`src/rtl/neuron_pkg.sv`:
```
package neuron_pkg;

    localparam int unsigned WORD_W = 18;
    localparam int unsigned FRAC_W = 16;

    typedef logic signed [WORD_W-1:0] fx_t;

    typedef struct packed {
        fx_t v;
        fx_t u;
    } nstate_t;

    // model constants, Q2.16
    localparam fx_t V_INIT   = 18'sh34CCD;
    localparam fx_t U_INIT   = 18'sh3CCCD;
    localparam fx_t K_A      = 18'sh0051E;
    localparam fx_t K_B      = 18'sh03333;
    localparam fx_t K_DRIVE  = 18'sh16666;
    localparam fx_t K_BIAS   = 18'sh02666;
    localparam fx_t K_SPIKE  = 18'sh04CCC;
    localparam fx_t K_VRESET = 18'sh38000;
    localparam fx_t K_UKICK  = 18'sh0051E;

    // divide by four, keeping the sign
    function automatic fx_t asr2(input fx_t x);
        return x >>> 2;
    endfunction

endpackage

```
`src/rtl/neuron_prescaler.sv`:
```
module neuron_prescaler #(
    parameter int unsigned COUNT = 9
) (
    input  logic clk,
    input  logic rst,
    output logic tick
);
    localparam int unsigned CW = (COUNT > 1) ? $clog2(COUNT) : 1;

    logic [CW-1:0] cnt;

    always_ff @(posedge clk) begin
        if (rst) begin
            cnt <= '0;
        end else if (cnt == CW'(COUNT - 1)) begin
            cnt <= '0;
        end else begin
            cnt <= cnt + CW'(1);
        end
    end

    assign tick = (cnt == '0);

endmodule

```
`src/rtl/neuron_frac_mul.sv`:
```
module neuron_frac_mul #(
    parameter int unsigned W = 18,
    parameter int unsigned F = 16
) (
    input  logic signed [W-1:0] op_a,
    input  logic signed [W-1:0] op_b,
    output logic signed [W-1:0] prod
);
    localparam int unsigned PW = 2 * W;

    logic signed [PW-1:0] full;

    assign full = op_a * op_b;

    // sign bit, then the W-1 bits just above the dropped fraction
    assign prod = {full[PW-1], full[F+W-2:F]};

endmodule

```
`src/rtl/neuron_euler.sv`:
```
module neuron_euler
    import neuron_pkg::*;
#(
    parameter fx_t P_A      = K_A,
    parameter fx_t P_B      = K_B,
    parameter fx_t P_DRIVE  = K_DRIVE,
    parameter fx_t P_BIAS   = K_BIAS,
    parameter fx_t P_SPIKE  = K_SPIKE,
    parameter fx_t P_VRESET = K_VRESET,
    parameter fx_t P_UKICK  = K_UKICK
) (
    input  nstate_t cur,
    output nstate_t eul,
    output nstate_t nxt
);
    fx_t v_sq;
    fx_t v_b;
    fx_t gap;
    fx_t u_rate;
    fx_t v_rate;
    logic fire;

    neuron_frac_mul #(.W(WORD_W), .F(FRAC_W)) mul_sq (
        .op_a (cur.v),
        .op_b (cur.v),
        .prod (v_sq)
    );

    neuron_frac_mul #(.W(WORD_W), .F(FRAC_W)) mul_bv (
        .op_a (cur.v),
        .op_b (P_B),
        .prod (v_b)
    );

    assign gap = v_b - cur.u;

    neuron_frac_mul #(.W(WORD_W), .F(FRAC_W)) mul_au (
        .op_a (P_A),
        .op_b (gap),
        .prod (u_rate)
    );

    always_comb begin
        v_rate = v_sq + (cur.v + asr2(cur.v)) + asr2(P_DRIVE)
               - asr2(cur.u) + asr2(P_BIAS);
        eul.v  = cur.v + asr2(v_rate);
        eul.u  = cur.u + asr2(u_rate);
        fire   = (cur.v > P_SPIKE);
        if (fire) begin
            nxt.v = P_VRESET;
            nxt.u = cur.u + P_UKICK;
        end else begin
            nxt = eul;
        end
    end

endmodule

```
`src/rtl/neuron_integrator.sv`:
```
module neuron_integrator
    import neuron_pkg::*;
#(
    parameter int unsigned PRESCALE = 9,
    parameter fx_t P_VINIT  = V_INIT,
    parameter fx_t P_UINIT  = U_INIT,
    parameter fx_t P_SPIKE  = K_SPIKE,
    parameter fx_t P_VRESET = K_VRESET,
    parameter fx_t P_UKICK  = K_UKICK
) (
    input  logic              clk,
    input  logic              rst,
    output logic [WORD_W-1:0] v_out,
    output logic [WORD_W-1:0] u_out
);
    logic    tick;
    fx_t     v_q;
    fx_t     u_q;
    fx_t     v_eul;
    fx_t     u_eul;
    nstate_t cur;
    nstate_t eul;
    nstate_t nxt;

    neuron_prescaler #(.COUNT(PRESCALE)) pre_i (
        .clk  (clk),
        .rst  (rst),
        .tick (tick)
    );

    assign cur.v = v_q;
    assign cur.u = u_q;

    neuron_euler #(
        .P_SPIKE  (P_SPIKE),
        .P_VRESET (P_VRESET),
        .P_UKICK  (P_UKICK)
    ) step_i (
        .cur (cur),
        .eul (eul),
        .nxt (nxt)
    );

    assign v_eul = eul.v;
    assign u_eul = eul.u;

    always_ff @(posedge clk) begin
        if (rst) begin
            v_q <= P_VINIT;
            u_q <= P_UINIT;
        end else if (tick) begin
            v_q <= nxt.v;
            u_q <= nxt.u;
        end
    end

    assign v_out = v_q;
    assign u_out = u_q;

endmodule

```
`config.mk`:
```
export PLATFORM = sky130hd
export DESIGN_NAME = neuron_integrator
export DESIGN_NICKNAME = d
export VERILOG_FILES = /design/src/rtl/neuron_pkg.sv /design/src/rtl/neuron_prescaler.sv /design/src/rtl/neuron_frac_mul.sv /design/src/rtl/neuron_euler.sv /design/src/rtl/neuron_integrator.sv
export SDC_FILE = /design/constraint.sdc
export NUM_CORES = 2
export LEC_CHECK = 0
export CORE_MARGIN = 3
export CORE_UTILIZATION = 50
export CTS_CLUSTER_DIAMETER = 120
export DETAILED_ROUTE_END_ITERATION = 8
export PLACE_DENSITY = 0.75
export SYNTH_ARGS = -nofsm -noshare
export SYNTH_HDL_FRONTEND = slang
export SYNTH_SLANG_ARGS = --single-unit
export TNS_END_PERCENT = 30
```
`constraint.sdc`:
```
create_clock -name clk -period 35.7 [get_ports clk]
set_input_delay 5.355 -clock clk [delete_from_list [all_inputs] [get_ports clk]]
set_output_delay 5.355 -clock clk [all_outputs]
set_load 0.05 [all_outputs]
```
==> results.txt <==
Crit path time final -> 16.00 ns
Multiplexer area fraction after synthesis -> 0.00211
Vias in the first global route -> 19900
HPWL Detailed -> 49700 um
Final setup violation count -> 0
H-Tree Depth -> 2
Crit. End Element -> flop
Max Clk Rate -> 0.0625 GHz
Commonest non-fill, non-tap cell in the layout -> inv_1
Synth Area in Simple Gates -> 0.0854
Post-synthesis area per instance -> 8.96 sq um
Worst Tran Pin Value -> 1.12 ns
Hold EP -> pre_i.cnt[0]$_SDFF_PP0_
Synth warn -> 0
First-pass GRT wire length -> 98500 um
Post-synthesis sequential area ratio -> 0.0330
Grt total ovfl -> 0
Total negative slack -> 0 ns
Share of cells above drive strength 1 -> 0.0212
Commonest cells after routing, fill and taps aside -> inv_1, fa_1, ha_1
I/O pin cnt -> 38
Slowest cell delay on critical path -> 0.80 ns
Worst R2R Start -> v_out[8]$_SDFFE_PP0N_
Asr flop ratio synth -> 0
Final Instance Count excl. Fillers -> 3346
Reg2reg end -> u_out[17]$_SDFFE_PP1N_
Post-Route WL -> 57900 um
Main combinational cell family by area after synthesis -> adder cells
Residual DRC -> 0
Status -> finished clean
CORE AREA -> 47800 sq um
Count of cell types in the netlist -> 73
R2R Setup Slk -> 19.70 ns
NumNets Final -> 3602
Initial DRC count -> 1220
Syn Nets -> 3584
DR pass1 iterations -> 5
Clock slew at the register clock pins of the worst setup and hold paths -> 0.07 ns
CP Class -> reg -> reg
Largest net degree at the start of global routing -> 46
Gpl congestion -> 0.912
RSZ-0062 raised after global routing -> no
Hold Path Origin -> pre_i.cnt[0]$_SDFF_PP0_
Worst Path Required -> 35.89 ns
CTS tree -> done
Initial antenna violation count -> 0
Total CTS buffers -> 5
Die Y -> 226 um
Vias/cell -> 5.42
Post-Syn Instances -> 2711
Max Clock Skew -> 0.00980 ns
Port buffer count -> 37
Number of synthesized flops with an enable pin -> 0
Crit start category -> flop
Most used DFF post-synth -> dfxtp_1
Post-route ant nets -> 0
Adder-cell share of the synthesized area -> 0.600
Row count -> 80
Via count -> 18100
Compound-Gate Fraction of Synth Area -> 0.0966
Post-CTS Setup Bufs -> 0
CP max FO -> 18
Die W -> 226 um
Post-cts gate resize count -> 0
P&R area growth vs syn -> 5.37%
Worst slew margin -> 0.252
Clock sinks -> 40
Final max-slew violation count -> 0
# fillers -> 4228
CTS root buffer -> clkbuf_16
Xor/xnor share of the synthesized area -> 0.0534
Total track usage -> 0.240
Mapped cell area -> 24300 sq um
Maximum clock path buffer count -> 2
Die area -> 51300 sq um
Final Cycle Share -> 0.448
Synth Register Bits -> 40
DP Cell Count -> 3337
Initial core utilization -> 0.508
CP Data Arrival Time -> 16.19 ns
Hold Crit Class -> reg -> reg
MaxCap Viol Count -> 0
WL per Instance -> 17.3 um
Final hold violations -> 0
FF-to-FF path depth -> 55
Hold Path Stages -> 1
Clock Latency Late Sink -> 0.30 ns
# hold bufs at CTS -> 0
CP max-delay cell -> xor2_2
==> per-layer routing <==
metal,vias to the layer above,part of all wire,wire [um],track usage
met3,112,0.065,3740,0.0324
li1,8371,-,-,-
met5,-,0,0,0
met2,565,0.50,29100,0.425
met4,0,0.032,1850,0.0693
met1,9097,0.40,23300,0.309
==> worst max-delay path: cells and delay by family, from the launching register on <==
| family | cells | cell delay (ns) |
|---|---|---|
| adder cells (fa/ha/maj) | 14 | 6.24 |
| AO/OA/AOI/OAI | 22 | 4.65 |
| XOR/XNOR | 6 | 2.01 |
| buffers and inverters | 9 | 1.67 |
| AND/OR/NAND/NOR | 4 | 0.99 |
| flip-flops | 1 | 0.30 |
==> synth_stat cells, drive strengths merged, types with 5 or more instances <==
master  instances  area, sq um
inv           778         2920
fa            491         9830
ha            380         4750
nand2         161          604
nor2          144          541
a21oi         103          527
xnor2          84          736
o21ai          78          402
xor2           56          490
dfxtp          40          801
nor3           38          200
clkbuf         36          135
a21o           32          240
nand3          30          150
o21a           23          173
nand2b         20          125
a31oi          16          113
nor2b          15         93.8
o31ai          14          105
buf            11         47.5
a211oi         10         80.1
o211ai         10         75.1
and3            9         56.3
clkinv          9         33.8
or2             9         56.3
or3             9         56.3
a21boi          8         60.1
o21bai          7         52.6
and2            6         37.5
nand4           6         37.5
a221o           5         50.1
nor3b           5         37.5
==> worst max-delay path by stage <==
stage | from | depth (start not counted) | endpoint
floorplan | v_out[17]$_SDFFE_PP1N_ | 54 | u_out[17]$_SDFFE_PP1N_
global placement | v_out[6]$_SDFFE_PP1N_ | 56 | u_out[17]$_SDFFE_PP1N_
detailed placement | v_out[6]$_SDFFE_PP1N_ | 56 | u_out[17]$_SDFFE_PP1N_
CTS | v_out[6]$_SDFFE_PP1N_ | 56 | u_out[17]$_SDFFE_PP1N_
global route | v_out[8]$_SDFFE_PP0N_ | 55 | u_out[17]$_SDFFE_PP1N_
finish | v_out[8]$_SDFFE_PP0N_ | 55 | u_out[17]$_SDFFE_PP1N_
==> state kept, by name (all words and copies together), names as in the netlist <==
register	count
u_out	18
pre_i.cnt	4
v_out	18
==> stage by stage <==
| stage | util | setup slack, ns | hold slack (ns) | instance area (sq um) |
|---|---|---|---|---|
| finish | 0.535 | 19.70 | 0.505 | 25600 |
| detailed placement | 0.531 | 19.78 | 0.500 | 25400 |
| global placement | 0.531 | 20.18 | 0.464 | 25400 |
| CTS | 0.535 | 19.72 | 0.511 | 25600 |
| floorplan | - | 19.99 | 0.454 | 24300 |
| global route | 0.535 | 18.64 | 0.537 | 25600 |
==> cells by family after synthesis <==
| logic type | count (synthesis) |
|---|---|
| compound gates | 357 |
| mux | 5 |
| fa+ha+maj | 871 |
| simple gates | 461 |
| xor+xnor | 143 |
| flops | 40 |
| buf+inv | 834 |
==> area by class of cell <==
| type | count | area [sq um] | share of cell area |
|---|---|---|---|
| Multi-Input combinational cell | 1837 | 20400 | 0.796 |
| Inverter | 787 | 2950 | 0.115 |
| Sequential cell | 40 | 802 | 0.0313 |
| Tap cell | 615 | 769 | 0.0301 |
| Timing Repair Buffer | 58 | 528 | 0.0206 |
| Clock buffer | 5 | 125 | 0.00489 |
| Clock inverter | 3 | 46.3 | 0.00181 |
| Antenna cell | 1 | 2.50 | 0.0000978 |
Power is not shown: default switching activity piles up to over one toggle a cycle in this logic, so the estimate is an artifact.
